**src/rtl/bcs_pkg.sv**
```systemverilog
package bcs_pkg;
   typedef enum logic [2:0] {
      BLC_ONE  = 3'd0,
      BLC_TWO  = 3'd1,
      BLC_FOUR = 3'd2,
      BLC_EIGHT = 3'd3,
      BLC_PAGE = 3'd7
   } bl_code_e;

   typedef struct packed {
      logic page;
      logic xor_order;
   } burst_mode_t;
endpackage

```
**src/rtl/bcs_len_decode.sv**
```systemverilog
module bcs_len_decode #(
   parameter int COL_W   = 9,
   parameter bit HAS_ILV = 1'b1
) (
   input  logic [2:0]       code_i,
   input  logic             ilv_req_i,
   input  logic             wr_i,
   input  logic             wr_single_i,
   output logic [COL_W-1:0] mask_o,
   output bcs_pkg::burst_mode_t mode_o
);
   import bcs_pkg::*;

   logic [COL_W-1:0] mask_raw;
   logic             page_raw;
   logic             force_one;
   logic             ilv_legal;

   assign force_one = wr_i & wr_single_i;

   always_comb begin
      mask_raw = '0;
      page_raw = 1'b0;
      unique case (code_i)
         BLC_TWO:   mask_raw = COL_W'(1);
         BLC_FOUR:  mask_raw = COL_W'(3);
         BLC_EIGHT: mask_raw = COL_W'(7);
         BLC_PAGE: begin
            mask_raw = '1;
            page_raw = 1'b1;
         end
         default:   mask_raw = '0;
      endcase
   end

   assign ilv_legal = (code_i == BLC_FOUR) || (code_i == BLC_EIGHT);

   generate
      if (HAS_ILV) begin : g_ilv
         assign mode_o.xor_order = ilv_req_i & ilv_legal & ~force_one;
      end else begin : g_no_ilv
         assign mode_o.xor_order = 1'b0;
      end
   endgenerate

   assign mask_o      = force_one ? '0 : mask_raw;
   assign mode_o.page = page_raw & ~force_one;
endmodule

```
**src/rtl/bcs_beat_ctr.sv**
```systemverilog
module bcs_beat_ctr #(
   parameter int COL_W = 9
) (
   input  logic             clk,
   input  logic             rst_n,
   input  logic             start_i,
   input  logic             stop_i,
   input  logic [COL_W-1:0] col_i,
   input  logic [COL_W-1:0] mask_i,
   input  bcs_pkg::burst_mode_t mode_i,
   output logic             active_o,
   output logic             last_o,
   output logic [COL_W-1:0] cnt_o,
   output logic [COL_W-1:0] base_o,
   output logic [COL_W-1:0] mask_o,
   output logic             xor_o
);
   logic                 active_q;
   logic [COL_W-1:0]     cnt_q;
   logic [COL_W-1:0]     base_q;
   logic [COL_W-1:0]     mask_q;
   bcs_pkg::burst_mode_t mode_q;
   logic                 final_beat;

   assign final_beat = active_q & ~mode_q.page & (cnt_q == mask_q);

   always_ff @(posedge clk or negedge rst_n) begin
      if (!rst_n) begin
         active_q <= 1'b0;
         cnt_q    <= '0;
         base_q   <= '0;
         mask_q   <= '0;
         mode_q   <= '0;
      end else if (start_i) begin
         active_q <= 1'b1;
         cnt_q    <= '0;
         base_q   <= col_i;
         mask_q   <= mask_i;
         mode_q   <= mode_i;
      end else if (active_q) begin
         if (stop_i || final_beat) begin
            active_q <= 1'b0;
            cnt_q    <= '0;
         end else begin
            cnt_q <= cnt_q + COL_W'(1);
         end
      end
   end

   assign active_o = active_q;
   assign last_o   = final_beat;
   assign cnt_o    = cnt_q;
   assign base_o   = base_q;
   assign mask_o   = mask_q;
   assign xor_o    = mode_q.xor_order;
endmodule

```
**src/rtl/bcs_addr_gen.sv**
```systemverilog
module bcs_addr_gen #(
   parameter int COL_W   = 9,
   parameter bit HAS_ILV = 1'b1
) (
   input  logic [COL_W-1:0] base_i,
   input  logic [COL_W-1:0] cnt_i,
   input  logic [COL_W-1:0] mask_i,
   input  logic             xor_i,
   output logic [COL_W-1:0] col_o
);
   logic [COL_W-1:0] seq_low;
   logic [COL_W-1:0] low_sel;

   assign seq_low = base_i + cnt_i;

   generate
      if (HAS_ILV) begin : g_ilv
         logic [COL_W-1:0] xor_low;
         assign xor_low = base_i ^ cnt_i;
         assign low_sel = xor_i ? xor_low : seq_low;
      end else begin : g_seq_only
         assign low_sel = seq_low;
      end
   endgenerate

   generate
      for (genvar b = 0; b < COL_W; b++) begin : g_bit
         assign col_o[b] = mask_i[b] ? low_sel[b] : base_i[b];
      end
   endgenerate
endmodule

```
**src/rtl/burst_col_seq.sv**
```systemverilog
module burst_col_seq #(
   parameter int COL_W   = 9,
   parameter bit HAS_ILV = 1'b1
) (
   input  logic             clk,
   input  logic             rst_n,
   input  logic             start_i,
   input  logic [COL_W-1:0] col_i,
   input  logic [2:0]       bl_code_i,
   input  logic             ilv_i,
   input  logic             wr_i,
   input  logic             wr_single_i,
   input  logic             stop_i,
   output logic [COL_W-1:0] col_o,
   output logic             valid_o,
   output logic             last_o
);
   localparam int MAX_FIXED_BEATS = 8;
   localparam int MIN_COL_W       = $clog2(MAX_FIXED_BEATS);

   generate
      if (COL_W < MIN_COL_W) begin : g_bad_width
         $error("burst_col_seq: COL_W too small for eight-beat bursts");
      end
   endgenerate

   logic [COL_W-1:0]     dec_mask;
   bcs_pkg::burst_mode_t dec_mode;
   logic                 act;
   logic                 fin;
   logic [COL_W-1:0]     cnt;
   logic [COL_W-1:0]     base;
   logic [COL_W-1:0]     mask;
   logic                 use_xor;
   logic [COL_W-1:0]     gen_col;

   bcs_len_decode #(.COL_W(COL_W), .HAS_ILV(HAS_ILV)) u_dec (
      .code_i      (bl_code_i),
      .ilv_req_i   (ilv_i),
      .wr_i        (wr_i),
      .wr_single_i (wr_single_i),
      .mask_o      (dec_mask),
      .mode_o      (dec_mode)
   );

   bcs_beat_ctr #(.COL_W(COL_W)) u_ctr (
      .clk      (clk),
      .rst_n    (rst_n),
      .start_i  (start_i),
      .stop_i   (stop_i),
      .col_i    (col_i),
      .mask_i   (dec_mask),
      .mode_i   (dec_mode),
      .active_o (act),
      .last_o   (fin),
      .cnt_o    (cnt),
      .base_o   (base),
      .mask_o   (mask),
      .xor_o    (use_xor)
   );

   bcs_addr_gen #(.COL_W(COL_W), .HAS_ILV(HAS_ILV)) u_gen (
      .base_i (base),
      .cnt_i  (cnt),
      .mask_i (mask),
      .xor_i  (use_xor),
      .col_o  (gen_col)
   );

   assign col_o   = act ? gen_col : '0;
   assign valid_o = act;
   assign last_o  = fin;
endmodule

```
**config.mk**
```make
export PLATFORM = sky130hd
export DESIGN_NAME = burst_col_seq
export DESIGN_NICKNAME = d
export VERILOG_FILES = /design/src/rtl/bcs_pkg.sv /design/src/rtl/bcs_len_decode.sv /design/src/rtl/bcs_beat_ctr.sv /design/src/rtl/bcs_addr_gen.sv /design/src/rtl/burst_col_seq.sv
export SDC_FILE = /design/constraint.sdc
export NUM_CORES = 1
export LEC_CHECK = 0
export BUFFER_PORTS_ARGS = -buffer_cell sky130_fd_sc_hd__buf_2
export CAP_MARGIN = 10
export CORE_ASPECT_RATIO = 2
export CORE_MARGIN = 10
export CORE_UTILIZATION = 41
export CTS_BUF_LIST = sky130_fd_sc_hd__clkbuf_8
export DETAILED_ROUTE_END_ITERATION = 10
export PLACE_DENSITY = 0.66
export SYNTH_ARGS = -nofsm -noshare
export SYNTH_HDL_FRONTEND = slang
export SYNTH_SLANG_ARGS = --single-unit
```
**constraint.sdc**
```tcl
create_clock -name clk -period 3.4 [get_ports clk]
set_clock_uncertainty 0.2 [all_clocks]
set_input_delay 0.68 -clock clk [delete_from_list [all_inputs] [get_ports clk]]
set_output_delay 0.68 -clock clk [all_outputs]
set_load 0.02 [all_outputs]
```
==> out/qor_table.md <==
| Metric | Reported |
| --- | --- |
| CTS clock-pin slew for the worst setup and hold paths | 0.09 ns |
| Time the final worst path needs with I/O delays and setup | 3.344 ns |
| Async SR Flop Fraction | 1.000 |
| Library cell with the highest instance count after synthesis | dfrtp_1 |
| Final core utilization | 0.5100 |
| Non-filler instance count after layout | 281 |
| Share of cells above drive strength 1 | 0.2926 |
| CP Buf/Inv Count | 1 |
| Area fraction of the dominant cell type after synthesis | 0.3574 |
| Aggregate global-route resource usage | 0.1353 |
| Via count of the first global-routing pass | 1,686 |
| Most used flip-flop cell after synthesis | dfrtp_1 |
| Wire length the detailed router placed on met1 | 1.696 mm |
| Slew Viols, Final | 0 |
| Cell count after synthesis | 190 |
| Min-Delay Path Class | input pin to asynchronous set/reset pin |
| Largest net degree at the start of global routing | 26 |
| Smallest hold slack | 0.1900 ns |
| Area of the die | 7441 µm² |
| WL per Instance | 16.60 µm |
| Post-route cell area | 2106 µm² |
| CP required | 2.52 ns |
| First-pass iteration count of the detailed router | 4 |
| Crit-path leading delay family | adder cells |
| Delay of the slowest cell on the worst path | 0.40 ns |
| Via count | 1,601 |
| Wire length of the first global-routing pass | 8.079 mm |
| Fmax | 0.2990 GHz |
| Routability congestion estimate | 0.8253 |
| Most frequent cells after synthesis | 25 x dfrtp_1, 14 x nand2_1, 13 x inv_1, 10 x mux2_2 |
| Fill cell instance count of the final layout | 419 |
| Clk Latency, worst-skew pair | 0.27 ns |
| Total clock buffers created by CTS | 3 |
| DRT antenna net count | 0 |
| Reg area | 625.6 µm² |
| Vertical die dimension | 112.4 µm |
| Type of destination of the critical path | primary output |
| Kind of start point of the critical path | flip-flop |
| Post-synthesis cell type count | 46 |
| Vias per cell | 5.698 |
| Std-Cell Core Area | 4129 µm² |
| DR WL met3 | 168 µm |
| Total setup violations reported at the end of the flow | 0 |
| Final worst path period share | 0.9836 |
| Top cells by area, synth | dfrtp_1 36%, ha_1 6.4%, mux2_2 6.4% |
| Area after DPL | 2011 µm² |
| Die boundary width | 66.20 µm |
| Clock net sink count | 25 |
| Final Hold Vio Count | 0 |
| Post-detailed-routing wire length | 4.664 mm |
| Slew headroom | 0.6138 |
| Buffers from clock root to sink, at most | 2 |
| Avg Cell Area, Syn | 9.213 µm² |
| Count of warnings emitted by yosys | 0 |
| Total power density per cell area | 341.4 nW/µm² |
| Data arrival time of the critical path | 2.46 ns |
| Signed area change from the synthesized netlist to the final layout | 20.30% |
| Number of placement rows | 33 |
| Result of the run | finished clean |
| MaxCap Viol Count | 0 |
| CTS hold repair buffers | 0 |
| Pin slew with the least headroom to its limit | 0.5792 ns |
| CP max FO | 3 |
| Buffer type at the clock tree root | clkbuf_8 |
| Drc violations | 0 |
| Level count of the clock H-tree | 1 |
| Inserted Diodes | 0 |
| Sum of overflow across all layers after global routing | 0 |
| Register area share after synthesis | 0.3574 |
| IR drop worst, VDD | 0.0002228 V |
| Top layer reached by signal wires | met4 |
| Total I/O pin count | 30 |
| Post-synth EDFFs | 0 |
| Initial core utilization | 0.4239 |
| Total nets after synthesis | 219 |
| Final #Nets | 259 |
| R2r setup slk | 1.01 ns |
| Crit-path cells | ha_2 > fa_2 > a211oi_4 > nor4_2 > o2111ai_1 > or3b_4 > mux2i_1 > buf_4 |
| Count of input and output buffers | 29 |
| DP Cell Count | 275 |
| Flop and latch count out of synthesis | 25 |
| Total area of multi-input combinational cells | 1055 µm² |
| Most area-hungry cell type in the Yosys netlist | dfrtp_1 |
| Detailed placer's ending HPWL | 3.697 mm |
| Initial antenna violation count | 0 |
| DRT iter0 DRCs | 30 |
| Slowest stage cell on the critical path | dfrtp_1 |
| Met2 Routed Length | 2.615 mm |
| CTS tree | yes |
| Setup repair after global routing missed its margin | yes |
| Static Leak | 0.9061 nW |
| Start-to-end type of the worst setup path | flip-flop to primary output |
| Post-synthesis instance area | 1750 µm² |
## per-stage QoR
stage	setup slack (ns)	setup TNS (ns)	power, mW
2_1_floorplan	0.2026	0	0.4622
3_5_place_dp	0.1879	0	0.5350
5_1_grt	-0.1080	-0.1250	0.7661
3_3_place_gp	0.2032	0	0.5321
4_1_cts	0.03108	0	0.7282
6_report	0.05565	0	0.7190
## report_power, final
part	internal, mW	switching [mW]	leakage [nW]	total (mW)
combinational	0.0851	0.114	0.563	0.200
sequential	0.315	0.0188	0.321	0.334
clock	0.0832	0.102	0.0217	0.185
total	0.484	0.235	0.906	0.719
## per-layer routing
layer  GRT usage  vias up
met4     0.06892        0
met2      0.2479       37
met1      0.1347      765
met5           0        -
li1            -      789
met3     0.02689       10
## cell usage in the layout (no fill, tap or decap), types with 2 or more instances in the layout
master,n
buf_2,27
dfrtp_1,25
buf_4,16
nand2_1,14
inv_1,13
mux2_2,10
nand3_1,9
nor2_1,8
ha_1,8
nand2b_1,7
a41oi_1,7
a21oi_1,6
o22ai_1,6
nand4_1,5
a211oi_1,5
o21ai_0,5
xnor2_1,4
nor3_1,4
o31ai_1,4
nor2b_1,3
mux2i_1,3
clkbuf_8,3
nor4_2,2
clkinv_1,2
o2111ai_1,2
or2_2,2
or4_1,2
o41ai_1,2
or3_1,2
and2_1,2
and3_1,2
a22o_1,2
## flip-flops by register name, summed over array words and instances (netlist names)
name            count
u_ctr.base_o        9
u_ctr.active_o      1
u_ctr.mask_o        4
u_ctr.xor_o         1
u_ctr.cnt_o         9
u_ctr.mode_q        1
## path summary, 6_finish.rpt
check                           startpoint              end  depth (start not counted)
setup / recovery           u_ctr.base_o[0]         col_o[8]                          8
hold / removal                       rst_n   u_ctr.cnt_o[4]                          1
setup reg to reg            u_ctr.cnt_o[4]   u_ctr.cnt_o[7]                          7
hold reg to reg            u_ctr.base_o[8]  u_ctr.base_o[8]                          1
max in group asynchronous            rst_n  u_ctr.mode_q[1]                          1
min in group clk           u_ctr.base_o[8]  u_ctr.base_o[8]                          1
## worst reg2reg max path, stage by stage, from the launching register on
cell       delay [ns]
dfrtp_1          0.44
buf_4            0.18
or4_4            0.53
nor4_2           0.20
o2111ai_1        0.14
buf_4            0.19
nand4_1          0.26
o22ai_1          0.14
## layout make-up
| type | count | area share |
|---|---|---|
| Clock buffer | 3 | 0.01961 |
| Clock inverter | 1 | 0.003565 |
| Inverter | 15 | 0.02674 |
| Multi-Input combinational cell | 142 | 0.5009 |
| Sequential cell | 25 | 0.2971 |
| Tap cell | 52 | 0.03090 |
| Timing Repair Buffer | 43 | 0.1212 |
## timing repair
action | 4_1_cts | 5_1_grt
buffers inserted | 2 | 0
pin swaps | 3 | 2
resized for setup | 6 | 2
endpoints found under the setup margin | 1 | 4
endpoints found under the hold margin | 0 | 0
## cells by family after synthesis
group | Yosys count | share of synthesized area
and+or+nand+nor | 66 | 0.2059
buffers and inverters | 23 | 0.05504
muxes | 13 | 0.08149
adders and majority gates | 10 | 0.07577
DFF | 25 | 0.3574
xor gates and xnor gates | 5 | 0.02502
AOI/OAI and AO/OA | 48 | 0.1994
Note: power is estimated with default switching activity, not from simulation.
